### config.mk
export PLATFORM = sky130hd
export DESIGN_NAME = fsync_det
export DESIGN_NICKNAME = d
export VERILOG_FILES = /design/src/rtl/fsd_pkg.sv /design/src/rtl/fsd_window.sv /design/src/rtl/fsd_frame_fsm.sv /design/src/rtl/fsd_sf_track.sv /design/src/rtl/fsync_det.sv
export SDC_FILE = /design/constraint.sdc
export NUM_CORES = 1
export LEC_CHECK = 0
export ABC_AREA = 0
export BUFFER_PORTS_ARGS = -buffer_cell sky130_fd_sc_hd__buf_2
export CAP_MARGIN = 20
export CORE_UTILIZATION = 45
export DETAILED_ROUTE_END_ITERATION = 16
export GPL_TIMING_DRIVEN = 0
export RECOVER_POWER = 50
export SKIP_CTS_REPAIR_TIMING = 1
export SLEW_MARGIN = 30
export SYNTH_ARGS = -nofsm -noshare
export SYNTH_HDL_FRONTEND = slang
export SYNTH_SLANG_ARGS = --single-unit
### constraint.sdc
create_clock -name clk -period 5.7 [get_ports clk]
set_input_delay 0.285 -clock clk [delete_from_list [all_inputs] [get_ports clk]]
set_output_delay 0.285 -clock clk [all_outputs]
set_load 0.01 [all_outputs]
### src/rtl/fsd_pkg.sv
package fsd_pkg;
  localparam int WORD_LEN = 9;
  // sign pattern of the sync word, first received quat in the MSB
  localparam logic [WORD_LEN-1:0] SW_SIGNS = 9'b110001011;
  localparam logic [2:0] IST_FULL = 3'b111;

  typedef enum logic [2:0] {
    ST_LOST   = 3'b000,
    ST_SENSE1 = 3'b001,
    ST_SENSE2 = 3'b010,
    ST_SYNC   = 3'b011,
    ST_LOSING = 3'b100
  } fsd_state_e;

  // within one level of +3 (index 2 or 3)
  function automatic logic quat_is_high(input logic [1:0] q);
    return (2'd3 - q) <= 2'd1;
  endfunction
endpackage

### src/rtl/fsd_window.sv
module fsd_window
  import fsd_pkg::*;
(
  input  logic       clk,
  input  logic       rst_n,
  input  logic       sym_vld,
  input  logic [1:0] sym_q,
  output logic       sw_ok,
  output logic       isw_ok
);
  localparam int FILL_W = $clog2(WORD_LEN + 1);
  localparam logic [FILL_W-1:0] FILL_MAX = FILL_W'(WORD_LEN);

  logic [WORD_LEN-1:0] win_q, win_nxt;
  logic [FILL_W-1:0]   fill_q, fill_nxt;
  logic                full_nxt;

  always_comb begin
    win_nxt  = {win_q[WORD_LEN-2:0], quat_is_high(sym_q)};
    fill_nxt = (fill_q == FILL_MAX) ? fill_q : fill_q + 1'b1;
    full_nxt = (fill_nxt == FILL_MAX);
    sw_ok    = sym_vld && full_nxt && (win_nxt == SW_SIGNS);
    isw_ok   = sym_vld && full_nxt && (win_nxt == ~SW_SIGNS);
  end

  always_ff @(posedge clk or negedge rst_n) begin
    if (!rst_n) begin
      win_q  <= '0;
      fill_q <= '0;
    end else if (sym_vld) begin
      win_q  <= win_nxt;
      fill_q <= fill_nxt;
    end
  end
endmodule

### src/rtl/fsd_frame_fsm.sv
module fsd_frame_fsm
  import fsd_pkg::*;
#(
  parameter int FRAME_LEN = 120
) (
  input  logic       clk,
  input  logic       rst_n,
  input  logic       sym_vld,
  input  logic       sw_ok,
  input  logic       isw_ok,
  output fsd_state_e state,
  output logic       at_mark,
  output logic       lose_nxt,
  output logic       bfs
);
  localparam int CNT_W = $clog2(FRAME_LEN);
  localparam logic [CNT_W-1:0] CNT_LAST = CNT_W'(FRAME_LEN - 1);

  fsd_state_e        state_q, state_nxt;
  logic [CNT_W-1:0]  cnt_q, cnt_nxt;
  logic              mark_ok;

  always_comb begin
    mark_ok   = sw_ok || isw_ok;
    at_mark   = sym_vld && (state_q != ST_LOST) && (cnt_q == CNT_LAST);
    state_nxt = state_q;
    cnt_nxt   = cnt_q;
    if (sym_vld) begin
      if (state_q == ST_LOST) cnt_nxt = '0;
      else if (at_mark)       cnt_nxt = '0;
      else                    cnt_nxt = cnt_q + 1'b1;
    end
    case (state_q)
      ST_LOST:   if (sym_vld && mark_ok) state_nxt = ST_SENSE1;
      ST_SENSE1: if (at_mark) state_nxt = mark_ok ? ST_SENSE2 : ST_LOST;
      ST_SENSE2: if (at_mark) state_nxt = mark_ok ? ST_SYNC : ST_LOST;
      ST_SYNC:   if (at_mark && !mark_ok) state_nxt = ST_LOSING;
      ST_LOSING: if (at_mark) state_nxt = mark_ok ? ST_SYNC : ST_LOST;
      default:   state_nxt = ST_LOST;
    endcase
    lose_nxt = at_mark && (state_nxt == ST_LOST);
  end

  always_ff @(posedge clk or negedge rst_n) begin
    if (!rst_n) begin
      state_q <= ST_LOST;
      cnt_q   <= '0;
    end else if (sym_vld) begin
      state_q <= state_nxt;
      cnt_q   <= cnt_nxt;
    end
  end

  assign state = state_q;
  assign bfs   = (state_q == ST_SYNC) || (state_q == ST_LOSING);
endmodule

### src/rtl/fsd_sf_track.sv
module fsd_sf_track #(
  parameter int SF_FRAMES = 8
) (
  input  logic clk,
  input  logic rst_n,
  input  logic at_mark,
  input  logic bfs,
  input  logic lose_nxt,
  input  logic isw_ok,
  output logic sfs,
  output logic frame_stb,
  output logic sf_stb
);
  localparam int IDX_W = (SF_FRAMES > 1) ? $clog2(SF_FRAMES) : 1;
  localparam logic [IDX_W-1:0] IDX_LAST = IDX_W'(SF_FRAMES - 1);

  logic             sfs_q, sfs_nxt, sf_hit, upd;
  logic [IDX_W-1:0] idx_q, idx_nxt;
  logic             fstb_q, sfstb_q;

  always_comb begin
    upd     = at_mark && bfs;
    sfs_nxt = sfs_q;
    idx_nxt = idx_q;
    sf_hit  = 1'b0;
    if (upd) begin
      if (lose_nxt) begin
        sfs_nxt = 1'b0;
      end else if (isw_ok) begin
        if (!sfs_q || idx_q == IDX_LAST) begin
          sfs_nxt = 1'b1;
          idx_nxt = '0;
          sf_hit  = 1'b1;
        end else begin
          sfs_nxt = 1'b0;
        end
      end else if (sfs_q) begin
        if (idx_q == IDX_LAST) sfs_nxt = 1'b0;
        else                   idx_nxt = idx_q + 1'b1;
      end
    end
  end

  always_ff @(posedge clk or negedge rst_n) begin
    if (!rst_n) begin
      sfs_q <= 1'b0;
      idx_q <= '0;
    end else if (upd) begin
      sfs_q <= sfs_nxt;
      idx_q <= idx_nxt;
    end
  end

  always_ff @(posedge clk or negedge rst_n) begin
    if (!rst_n) begin
      fstb_q  <= 1'b0;
      sfstb_q <= 1'b0;
    end else begin
      fstb_q  <= upd;
      sfstb_q <= sf_hit;
    end
  end

  assign sfs       = sfs_q;
  assign frame_stb = fstb_q;
  assign sf_stb    = sfstb_q;
endmodule

### src/rtl/fsync_det.sv
module fsync_det
  import fsd_pkg::*;
#(
  parameter int FRAME_LEN = 120,
  parameter int SF_FRAMES = 8
) (
  input  logic       clk,
  input  logic       rst_n,
  input  logic       sym_vld,
  input  logic [1:0] sym_q,
  output logic       bfs,
  output logic       sfs,
  output logic [2:0] ist,
  output logic       frame_stb,
  output logic       sf_stb
);
  logic       sw_ok, isw_ok, at_mark, lose_nxt;
  fsd_state_e state;

  fsd_window u_win (
    .clk(clk), .rst_n(rst_n), .sym_vld(sym_vld), .sym_q(sym_q),
    .sw_ok(sw_ok), .isw_ok(isw_ok)
  );

  fsd_frame_fsm #(.FRAME_LEN(FRAME_LEN)) u_fsm (
    .clk(clk), .rst_n(rst_n), .sym_vld(sym_vld), .sw_ok(sw_ok),
    .isw_ok(isw_ok), .state(state), .at_mark(at_mark),
    .lose_nxt(lose_nxt), .bfs(bfs)
  );

  fsd_sf_track #(.SF_FRAMES(SF_FRAMES)) u_sf (
    .clk(clk), .rst_n(rst_n), .at_mark(at_mark), .bfs(bfs),
    .lose_nxt(lose_nxt), .isw_ok(isw_ok), .sfs(sfs),
    .frame_stb(frame_stb), .sf_stb(sf_stb)
  );

  assign ist = sfs ? IST_FULL : 3'(state);
endmodule

* After elaboration in Yosys (flattened, before gate mapping)
Cells that the tools add are included.
Storage, ports and cells: latch bits 0, memory bits (read-only) 0, logic and storage cells 69, RAM bits 0, output and inout port bits 7, memories kept 0, register bits 28, input bits 5
Operators by class: muxes and demuxes 23, $lt $le $gt $ge 1, multipliers 0, eq/ne operators 12, bitwise gates (word level) 1, reductions and logical operators 20, shift operators 0, $add $sub $neg 4, div/mod/pow operators 0
Operator list (number):
- $mux 3 | 9
- $mux 7 | 2
- $pmux 3 s4 | 1
- $eq 9x7->1 const B | 1
- $eq 9x9->1 const B | 1
- $logic_and 1x1->1 | 9
- $eq 4x4->1 const B | 2
- $mux 1 | 8
- $add 7x1->7 const B | 1
- $eq 7x7->1 const B | 1
- $eq 3x2->1 const B | 2
- $eq 3x3->1 const B | 2
- $logic_not 3->1 | 2
- $reduce_and 5->1 | 1
- $add 4x1->4 const B | 1
- $mux 2 | 2
- $mux 4 | 1
- $add 3x1->3 const B | 1
- $eq 3x1->1 const B | 1
- $logic_or 1x1->1 | 3
- $reduce_bool 3->1 | 1
- $le 2x1->1 const B | 1
- $logic_not 1->1 | 2
- $ne 2x1->1 const B | 1
- 5 further kinds | 5

* Logic depth before layout (Yosys ltp)
Gate-level depths: netlist of run 1.
depth after elaboration 14, depth in mapped cells 9, gate-level depth less buffers 9

* Cells and area by module
Synthesis of run 1 repeated with hierarchy kept, for this count alone.
Second synthesis, totals: cells, all modules 160, area, all modules 1596.5 um^2
Modules (own cells, without submodules):
- fsd_frame_fsm | cells each 74, instances 1, area an instance 625.6 um^2
- fsd_window | cells each 51, instances 1, area an instance 609.3 um^2
- fsd_sf_track | cells each 32, instances 1, area an instance 342.8 um^2
- fsync_det | cells each 3, instances 1, area an instance 18.8 um^2

* Worst setup path after synthesis of run 1
Ideal clock, no wire load.
kind flip-flop to flip-flop, from reg u_win.fill_q[0], to reg u_sf.idx_q[1], slack 3.627 ns, path buffers 0, arrival time 2.008 ns, period minus slack after synthesis 2.073 ns, cell stages (with the launch flop) 9, cell sequence dfrtp_1 > ha_1 > nor2b_1 > nor3b_1 > o211a_1 > ha_1 > o21ba_2 > a21boi_0 > a21o_1
Between the ends: longest elaborated chain between the ends 14, elaborated cells on any way between the ends 26
RTL lines:
- start, declared | line fsd_window.sv:15 | logic [FILL_W-1:0] fill_q, fill_nxt;
- start signal, assigned | line fsd_window.sv:32 | fill_q <= fill_nxt;
- $add 4x1->4 or $eq 4x4->1 (tied branches) | line fsd_window.sv:20 | fill_nxt = (fill_q == FILL_MAX) ? fill_q : fill_q + 1'b1;
- $mux 4 * | line fsd_window.sv:20
- $eq 4x4->1 * | line fsd_window.sv:21 | full_nxt = (fill_nxt == FILL_MAX);
- $logic_and 1x1->1 * | line fsd_window.sv:22, fsd_window.sv:23
- $logic_and 1x1->1 (on tied branches) | line fsd_window.sv:22, fsd_window.sv:23
- $logic_or 1x1->1 | line fsd_frame_fsm.sv:24 | mark_ok = sw_ok || isw_ok;
- $logic_not 1->1 | line fsd_frame_fsm.sv:37 | ST_SYNC: if (at_mark && !mark_ok) state_nxt = ST_LOSING;
- $logic_and 1x1->1 | line fsd_frame_fsm.sv:37
- $mux 3 | line fsd_frame_fsm.sv:37
- $pmux 3 s4 | line fsd_frame_fsm.sv:33 | case (state_q)
- $logic_not 3->1 | line fsd_frame_fsm.sv:41 | lose_nxt = at_mark && (state_nxt == ST_LOST);
- $logic_and 1x1->1 | line fsd_frame_fsm.sv:41
- $not 1->1 (no source line)
- $reduce_and 5->1 (no source line)
- end signal, assigned | line fsd_sf_track.sv:50 | idx_q <= idx_nxt;
- end, declared | line fsd_sf_track.sv:18 | logic [IDX_W-1:0] idx_q, idx_nxt;
Every way passes the cells marked *; elsewhere a longest branch is shown, timed or not. A chain may end at the register's enable or synchronous reset.

* Final worst setup path of run 1
from reg u_fsm.cnt_q[0], to reg u_sf.idx_q[0]
Between the ends: longest elaborated chain between the ends 9, elaborated cells on any way between the ends 12
RTL lines:
- start, declared | line fsd_frame_fsm.sv:20 | logic [CNT_W-1:0] cnt_q, cnt_nxt;
- start signal, assigned | line fsd_frame_fsm.sv:50 | cnt_q <= cnt_nxt;
- $eq 7x7->1 * | line fsd_frame_fsm.sv:25 | at_mark = sym_vld && (state_q != ST_LOST) && (cnt_q == CNT_LAST);
- $logic_and 1x1->1 * | line fsd_frame_fsm.sv:25
- $logic_and 1x1->1 | line fsd_frame_fsm.sv:37
- $mux 3 | line fsd_frame_fsm.sv:37
- $pmux 3 s4 | line fsd_frame_fsm.sv:33
- $logic_not 3->1 | line fsd_frame_fsm.sv:41
- $logic_and 1x1->1 | line fsd_frame_fsm.sv:41
- $not 1->1 (no source line)
- $reduce_and 5->1 (no source line) *
Marked as above.

==> impl_metrics.ini, run 1 <==
[timing]
min_period_ns = 2.476
timing.setup.tns_ns = 0
worst_pin_slew_ns = 1.490
finalMaxSlewViolations = 0
max_clock_freq_ghz = 0.4039
timing.max_slew.rel_slack = 0.006710
fin_hold_ws_ns = 0.2181
finalHoldViolCount = 0
fin_skew_ns = 0.004585
fin_crit_sh = 0.4344
setup_violations = 0
rsz_0062_raised_after_global_routing = false

[synthesis]
synth_fp_nets = 160
synth_edf_count = 0
synth_unique_cells = 42
yosysWarnings = 0
synth_cells = 148
synth_seq_cells = 28
synth_flop_cell = dfrtp_1
synth.cell_area_um2 = 1558
ys_seq_area_frac = 0.4498
syn-mean-instance-area_um2 = 10.53
ys_async_sr_fraction = 1.000

[layout]
n_antenna_cell = 0
area_growth_pct = 8.514
fill_cells = 297
drive_above_1_share = 0.1914
final_common_cell = dfrtp_1
final_nets = 176
fin_util = 0.5319
layout_common_cells = 28 x dfrtp_1, 18 x nand2_1, 12 x o21ai_0

[die]
fp.dieH_um = 60.84
floorplan.io_pins = 12
design.die.area_um2 = 3701
die_w_um = 60.84
fp.coreArea_um2 = 3178
core.rowCount = 20
start_util = 0.4902

[setup_path]
path_cells = ha_1 -> nand4_1 -> nor3_1 -> nand4_1 -> mux2i_1 -> nand2_1 -> mux2_1
worst_path_largest_cell_delay_ns = 0.66
cp_data_required_time_ns = 5.92
worst_path_top_cell_family_by_delay = simple AND/OR/NAND/NOR gates
criticalPathCategory = reg -> reg
cp_slowest_cell = nor3_1
r2r_cells = 7
regToRegStartpoint = u_fsm.cnt_q[0]
reg2reg_setup_slack_ns = 3.22
timing.critical_path.from_type = flop
critical_path.endpoint_type = flop
timing.critical_path.fanout_max = 9
cp.arrival_ns = 2.70
cp.buffers_inverters = 0
regToRegEndpoint = u_sf.idx_q[0]
most_numerous_cell_on_the_critical_path = nand4_1

[power]
switching_power_summed_over_all_nets_mw = 0.1611
leakagePower_nw = 0.8033
power_density_nw_per_um2 = 288.9
power.clock.fraction = 0.161
power_frac_seq = 0.602
cellInternalPower_mw = 0.3273
ir_worst_vdd_mv = 0.1377
proportion_of_total_power_due_to_net_switching = 0.3298
combinationalPowerShare = 0.237

[detailed_routing]
wire_per_inst_um = 12.70
ant_nets = 0
drt_first_pass_iters = 4
post_drt_via_cell_ratio = 5.403
drc = 0
via_count = 1113
initialDrtViolationCount = 22
wirelength_um = 2616

[global_routing]
grt_remaining_overflow = 0
grt.total_usage = 0.1626
grt_pass1_vias = 1066
grt_antenna_before_repair = 0
grt_start_max_net_pins = 29
grt_pass1_wl_um = 4416

[place]
gp_routability_congestion = 0.8079
dp_hpwl_um = 1920
port-buffer-count = 10

[cts]
cts.clk_slew.worst_paths_ns = 0.14
clock_latency_on_the_worst_skew_pair_ns = 0.32
cts_buf_count = 3
count_of_clock_tree_sinks = 28
tritoncts = built
cts_max_level = 1
clock-root-buffer = clkbuf_4
max-clock-path-buffers = 2

[job]
drv.max_cap_violation_count = 0

[run_status]
status = finished, final reports clean

[hold_path]
hold_end = u_win.win_q[0]
hp-start = sym_q[1]
min-delay-path-class = in -> reg
worst_hold_path.num_cells = 2
==> power groups by stage <==
stage	Clock [mW]	Combinational, mW	Sequential [mW]
2_1_floorplan	0	0.0963	0.284
3_3_place_gp	0	0.113	0.295
3_5_place_dp	0	0.117	0.298
4_1_cts	0.0854	0.117	0.294
5_1_grt	0.0918	0.134	0.302
6_report	0.0787	0.116	0.294
==> state kept, by name, summed over array words and instances, names as in the netlist <==
| name | cells |
|---|---|
| u_sf.idx_q | 3 |
| u_sf.frame_stb | 1 |
| u_sf.sf_stb | 1 |
| u_fsm.cnt_q | 7 |
| u_win.fill_q | 4 |
| u_fsm.state | 3 |
| u_win.win_q | 8 |
| u_sf.sfs | 1 |
==> metrics by stage <==
| stage | power, mW | cell area, um2 | instances | setup slack [ns] |
|---|---|---|---|---|
| 4_1_cts | 0.4958 | 1685 | 205 | 3.240 |
| 6_report | 0.4883 | 1690 | 206 | 3.224 |
| 5_1_grt | 0.5274 | 1690 | 206 | 3.008 |
| 2_1_floorplan | 0.3799 | 1558 | 148 | 3.628 |
| 3_5_place_dp | 0.4142 | 1663 | 202 | 3.256 |
| 3_3_place_gp | 0.4076 | 1663 | 202 | 3.301 |
==> cells in the mapped netlist (all sizes together), types with 2 or more instances <==
cell    instances  share of area
inv             8          0.019
nand3           2         0.0064
a21boi          2         0.0096
mux2i           3          0.019
nand2          18          0.043
nand2b          3          0.012
nand3b          4          0.019
and3            4          0.016
nor3            2         0.0064
a21bo           2          0.013
ha              7          0.056
o22ai           4          0.016
nand4           4          0.016
dfrtp          28           0.45
mux2           10          0.075
or3b            2          0.011
nor4            3          0.030
o21ai          12          0.039
buf             2         0.0056
a21oi           2         0.0064
nor2b           3          0.012
xnor2           3          0.017
or2             3          0.012
clkbuf          2         0.0048
a21o            2         0.0096
==> cells by family after synthesis <==
logic type,after synthesis,synth area share
flip-flops,28,0.4498
AO/OA/AOI/OAI,31,0.1357
XOR/XNOR,3,0.01687
buffers and inverters,12,0.02972
AND/OR/NAND/NOR,53,0.2112
adder cells (fa/ha/maj),8,0.06265
multiplexers,13,0.09398
==> layout make-up <==
| type | count | area (um2) | area share |
|---|---|---|---|
| multi-input combinational | 108 | 810.8 | 0.4796 |
| sequential | 28 | 700.7 | 0.4145 |
| timing repair buffer | 11 | 55.05 | 0.03257 |
| tap | 44 | 55.05 | 0.03257 |
| inverter | 8 | 30.03 | 0.01776 |
| clock buffer | 3 | 22.52 | 0.01332 |
| buffer | 4 | 16.27 | 0.009623 |
==> worst max path at each step <==
stage                          startpoint            end  slack [ns]  cells past startpoint
after floorplan           u_win.fill_q[0]  u_sf.idx_q[1]        3.63                      8
after global routing       u_fsm.cnt_q[0]  u_sf.idx_q[0]        3.01                      7
final                      u_fsm.cnt_q[0]  u_sf.idx_q[0]        3.22                      7
after CTS                  u_fsm.cnt_q[0]  u_sf.idx_q[0]        3.24                      7
after detailed placement   u_fsm.cnt_q[0]  u_sf.idx_q[0]        3.26                      7
after global placement     u_fsm.cnt_q[0]  u_sf.idx_q[0]        3.30                      7
==> metal layers <==
layer | part of all wire | GRT usage | wire length [um]
met1 | 0.48 | 0.1883 | 1243
met2 | 0.50 | 0.2967 | 1296
met3 | 0.016 | 0.03198 | 41
met4 | 0.013 | 0.05844 | 35
met5 | 0 | 0 | 0
Note: power is estimated with default switching activity, not from simulation.
==> run 2, diff against run 1 <==
==> constraint.sdc (replaced) <==
create_clock -name clk -period 2.3 [get_ports clk]
set_input_delay 0.115 -clock clk [delete_from_list [all_inputs] [get_ports clk]]
set_output_delay 0.115 -clock clk [all_outputs]
set_load 0.01 [all_outputs]
==> run 2 against run 1 <==
Against the previous run:
- critical path depth is the same
- first-iteration DRC count rose by 41%
- via count increased by 2.3%
- clock power rose to 2.5 times the previous value
- register-to-register slack got worse by 3.1 ns
- clock-buffer cell count unchanged
- hold slack lost 0.17 ns
- non-clock buffer count grew 5
- sequential cell count unchanged
- sequential power increased by 150%
- global-route usage did not move
- critical endpoint unchanged
- highest routed layer unchanged
==> impl_metrics.ini, run 2 (synthesis gave the netlist of run 1 again) <==
[layout]
finish.instance_area_um2 = 1790
largest_register_ffs = 8
layout_common_cells = 26 x dfrtp_1, 18 x nand2_1, 12 x o21ai_0
final_common_cell = dfrtp_1
biggest_registers_after_layout = u_win.win_q (8), u_fsm.cnt_q (7), u_win.fill_q (4)
drive_above_1_share = 0.2695
registers.top_by_ff_count = u_win.win_q
fill_cells = 297
final_nets = 181
finalNonFillerCells = 211
n_antenna_cell = 0
area_growth_pct = 14.94

[setup_path]
path_cells = buf_2 -> or3b_2 -> a21bo_2 -> nand3_1 -> mux2i_2 -> nand2_1 -> mux2_1
worst_path_top_cell_family_by_delay = simple AND/OR/NAND/NOR gates
timing.critical_path.from_type = flop
timing.critical_path.fanout_max = 10
cp.arrival_ns = 2.36
regToRegStartpoint = u_fsm.state[0]
cp_slowest_cell = or3b_2
critical_path.endpoint_type = flop
startpoint = u_fsm.state[0]
path_depth = 7
criticalPathCategory = reg -> reg
cp.buffers_inverters = 1
r2r_cells = 7
cp_data_required_time_ns = 2.52
worst_path_largest_cell_delay_ns = 0.48

[die]
floorplan.io_pins = 12
design.die.area_um2 = 3701
start_util = 0.4902
die_w_um = 60.84
fp.dieH_um = 60.84
fp.coreArea_um2 = 3178
core.rowCount = 20

[timing]
fin_crit_sh = 0.9318
max_clock_freq_ghz = 0.4666
timing.max_slew.rel_slack = 0.008751
timing.setup.tns_ns = 0
fin_skew_ns = 0.003630
rsz_0062_raised_after_global_routing = false
worst_pin_slew_ns = 1.487
finalHoldViolCount = 0
finalMaxSlewViolations = 0
min_period_ns = 2.143
setup_violations = 0

[place]
port-buffer-count = 10
dp_hpwl_um = 1920
placed_cells = 202
placedInstanceArea_um2 = 1663
gp_routability_congestion = 0.8079

[power]
leakagePower_nw = 0.8390
power_density_nw_per_um2 = 729.3
totalPowerFinal_mw = 1.306
ir_worst_vdd_mv = 0.3785

[global_routing]
grt_remaining_overflow = 0
grt_pass1_wl_um = 4416
grt_antenna_before_repair = 0
grt.total_usage = 0.1626
grt_start_max_net_pins = 29
grt_pass1_vias = 1066

[detailed_routing]
via_count = 1139
wire_per_inst_um = 12.75
drc = 0
initialDrtViolationCount = 31
ant_nets = 0
post_drt_via_cell_ratio = 5.398
drt_first_pass_iters = 4
wirelength_um = 2690

[cts]
max-clock-path-buffers = 2
cts_buf_count = 3
cts_max_level = 1
count_of_clock_tree_sinks = 28
tritoncts = built
cts.clk_slew.worst_paths_ns = 0.14
clock_latency_on_the_worst_skew_pair_ns = 0.32
clock-root-buffer = clkbuf_4

[hold_path]
min-delay-path-class = in -> reg
hp-start = sym_q[1]
worst_hold_path.num_cells = 2

[job]
drv.max_cap_violation_count = 0

[run_status]
status = finished, final reports clean
## run 2: path summary, 6_finish.rpt
path / to / slack, ns
setup / recovery: u_sf.idx_q[0] / 0.16
hold / removal: u_win.win_q[0] / 0.05
setup reg to reg: u_sf.idx_q[0] / 0.16
hold reg to reg: u_fsm.cnt_q[0] / 0.51
max in group asynchronous: u_win.fill_q[1] / 0.68
min in group asynchronous: u_win.fill_q[2] / 0.66
## run 2: area by class of cell
cell class / count / area (um2) / area share
clock buffer: 3 / 22.52 / 0.01258
timing repair buffer: 16 / 93.84 / 0.05241
tap: 44 / 55.05 / 0.03075
buffer: 4 / 16.27 / 0.009085
inverter: 8 / 30.03 / 0.01677
sequential: 28 / 703.2 / 0.3927
multi-input combinational: 108 / 869.6 / 0.4857
## run 2: power breakdown
group | switching [mW] | internal [mW] | total, mW
Combinational | 0.173 | 0.203 | 0.376
Clock | 0.135 | 0.0613 | 0.197
Sequential | 0.132 | 0.601 | 0.733
Total | 0.440 | 0.865 | 1.31
## run 2: layer usage
metal	routed length, um	vias to the layer above	track usage
met5	0	-	0
met4	19	0	0.05844
met3	37	2	0.03198
met2	1341	5	0.2967
met1	1292	558	0.1883
li1	-	574	-
## run 2: stage by stage
step,hold WS (ns),setup WS [ns],util
floorplan,-0.1806,0.2275,-
global placement,0.1649,-0.09885,0.5232
detailed placement,0.1733,-0.1441,0.5232
CTS,-0.1988,-0.1596,0.5303
global route,0.03047,0.02049,0.5634
finish,0.04990,0.1568,0.5634
==> run 3, diff against run 2 <==
--- a/config.mk
+++ b/config.mk
@@ -12,6 +12,7 @@
 export DETAILED_ROUTE_END_ITERATION = 16
 export GPL_TIMING_DRIVEN = 0
 export RECOVER_POWER = 50
+export REMOVE_ABC_BUFFERS = 1
 export SKIP_CTS_REPAIR_TIMING = 1
 export SLEW_MARGIN = 30
 export SYNTH_ARGS = -nofsm -noshare
==> run 3 against run 2 <==
Against the previous run:
- sequential power grew 0.7%
- critical endpoint unchanged
- routed wire length grew 3.4%
- highest routed layer unchanged
- combinational power is essentially flat
- via count shrank 3.2%
- global-route usage grew 0.30 points
- die area is the same
- core utilization shrank 0.20 points
- register-to-register slack lost 0.05 ns
- clock-buffer cell count is the same
- sequential cell count is the same
- clock skew shrank 0.0015 ns
==> impl_metrics.ini, run 3 (synthesis gave the netlist of run 1 again) <==
[detailed_routing]
post_drt_via_cell_ratio = 5.298
ant_nets = 0
wirelength_um = 2781
initialDrtViolationCount = 58
wire_per_inst_um = 13.37
via_count = 1102
drt_first_pass_iters = 4
drc = 0

[timing]
finalMaxSlewViolations = 0
worst_pin_slew_ns = 0.6324
fin_crit_sh = 0.9551
setup_violations = 0
min_period_ns = 2.197
finalHoldViolCount = 0
rsz_0062_raised_after_global_routing = true
timing.max_slew.rel_slack = 0.5784
fin_skew_ns = 0.002167
max_clock_freq_ghz = 0.4552

[layout]
fin_util = 0.5614
layout_common_cells = 25 x dfrtp_1, 18 x nand2_1, 12 x o21ai_0
final_common_cell = dfrtp_1
finalNonFillerCells = 208
biggest_registers_after_layout = u_win.win_q (8), u_fsm.cnt_q (7), u_win.fill_q (4)
largest_register_ffs = 8
drive_above_1_share = 0.2927
n_antenna_cell = 0
final_nets = 178
finish.instance_area_um2 = 1784
registers.top_by_ff_count = u_win.win_q
area_growth_pct = 14.54

[setup_path]
cp.arrival_ns = 2.47
startpoint = u_win.fill_q[1]
critical_path.endpoint_type = flop
r2r_cells = 9
critPathCapture = u_sf.idx_q[0]
timing.critical_path.from_type = flop
regToRegStartpoint = u_win.fill_q[1]
regToRegEndpoint = u_sf.idx_q[0]
criticalPathCategory = reg -> reg
cp_data_required_time_ns = 2.57
reg2reg_setup_slack_ns = 0.10
timing.critical_path.fanout_max = 7

[die]
core.rowCount = 20
start_util = 0.4902
floorplan.io_pins = 12
fp.coreArea_um2 = 3178
fp.dieH_um = 60.84
design.die.area_um2 = 3701
die_w_um = 60.84

[cts]
clock-root-buffer = clkbuf_4
cts.clk_slew.worst_paths_ns = 0.14
cts_max_level = 1
max-clock-path-buffers = 2
count_of_clock_tree_sinks = 28
cts_buf_count = 3
clock_latency_on_the_worst_skew_pair_ns = 0.32
tritoncts = built

[global_routing]
grt_pass1_wl_um = 4554
grt.total_usage = 0.1655
grt_pass1_vias = 1025
grt_antenna_before_repair = 0
grt_start_max_net_pins = 31
grt_remaining_overflow = 0

[power]
ir_worst_vdd_mv = 0.3397
leakagePower_nw = 0.8512
power_density_nw_per_um2 = 737.5

[place]
dp_hpwl_um = 1893
placed_cells = 198
placedInstanceArea_um2 = 1647
gp_routability_congestion = 0.8018
port-buffer-count = 10

[job]
drv.max_cap_violation_count = 0

[run_status]
status = finished, final reports clean

[hold_path]
min-delay-path-class = in -> reg
## run 3: changes by cell type in the layout (fill, tap and decap cells not counted), sizes merged
cell,previous run,this run
buf,14,16
clkbuf,8,3
## run 3: power by group
group          internal (mW)  total, mW  switching [mW]
Sequential             0.602      0.738           0.136
Clock                 0.0614      0.200           0.139
Combinational          0.206      0.378           0.172
## run 3: worst min path at each step
stage	start	to	slack, ns	cells after the start
2_1_floorplan	rst_n	u_fsm.cnt_q[0]	-0.18	0
3_3_place_gp	rst_n	u_win.fill_q[0]	0.17	1
3_5_place_dp	rst_n	u_win.fill_q[1]	0.18	1
4_1_cts	rst_n	u_fsm.cnt_q[3]	-0.20	1
5_1_grt	sym_q[1]	u_win.win_q[0]	0.04	2
6_report	sym_q[1]	u_win.win_q[0]	0.05	2
## run 3: cell type report
cell class / count / area, um2
fill: 283 / 1394
multi-input combinational: 108 / 867.1
sequential: 28 / 704.4
timing repair buffer: 17 / 105.1
tap: 44 / 55.05
inverter: 8 / 30.03
clock buffer: 3 / 22.52
## run 3: metal layers
| metal | track usage | up-vias | wire length, um |
|---|---|---|---|
| li1 | - | 562 | - |
| met1 | 0.2322 | 529 | 1388 |
| met2 | 0.2622 | 9 | 1315 |
| met3 | 0.01919 | 2 | 56 |
| met4 | 0.06494 | 0 | 21 |
| met5 | 0 | - | 0 |
## run 3: worst max-delay path, cell delays in order, from the launching register on
cell	delay (ns)
dfrtp_2	0.45
inv_1	0.06
ha_1	0.19
nand3b_1	0.17
mux2i_2	0.29
buf_4	0.16
o221ai_4	0.12
mux2_4	0.34
nor4_4	0.20
mux2_1	0.18
## run 3: stage by stage
stage	hold WS [ns]	total power [mW]	setup slack [ns]	TNS, ns
after global placement	0.1656	1.006	-0.1450	-0.2775
after CTS	-0.1991	1.224	-0.2237	-0.5563
after detailed placement	0.1760	1.023	-0.1927	-0.4488
after global routing	0.04145	1.407	-0.02778	-0.04615
final	0.04558	1.316	0.1032	0
after floorplan	-0.1806	0.9357	0.2275	0
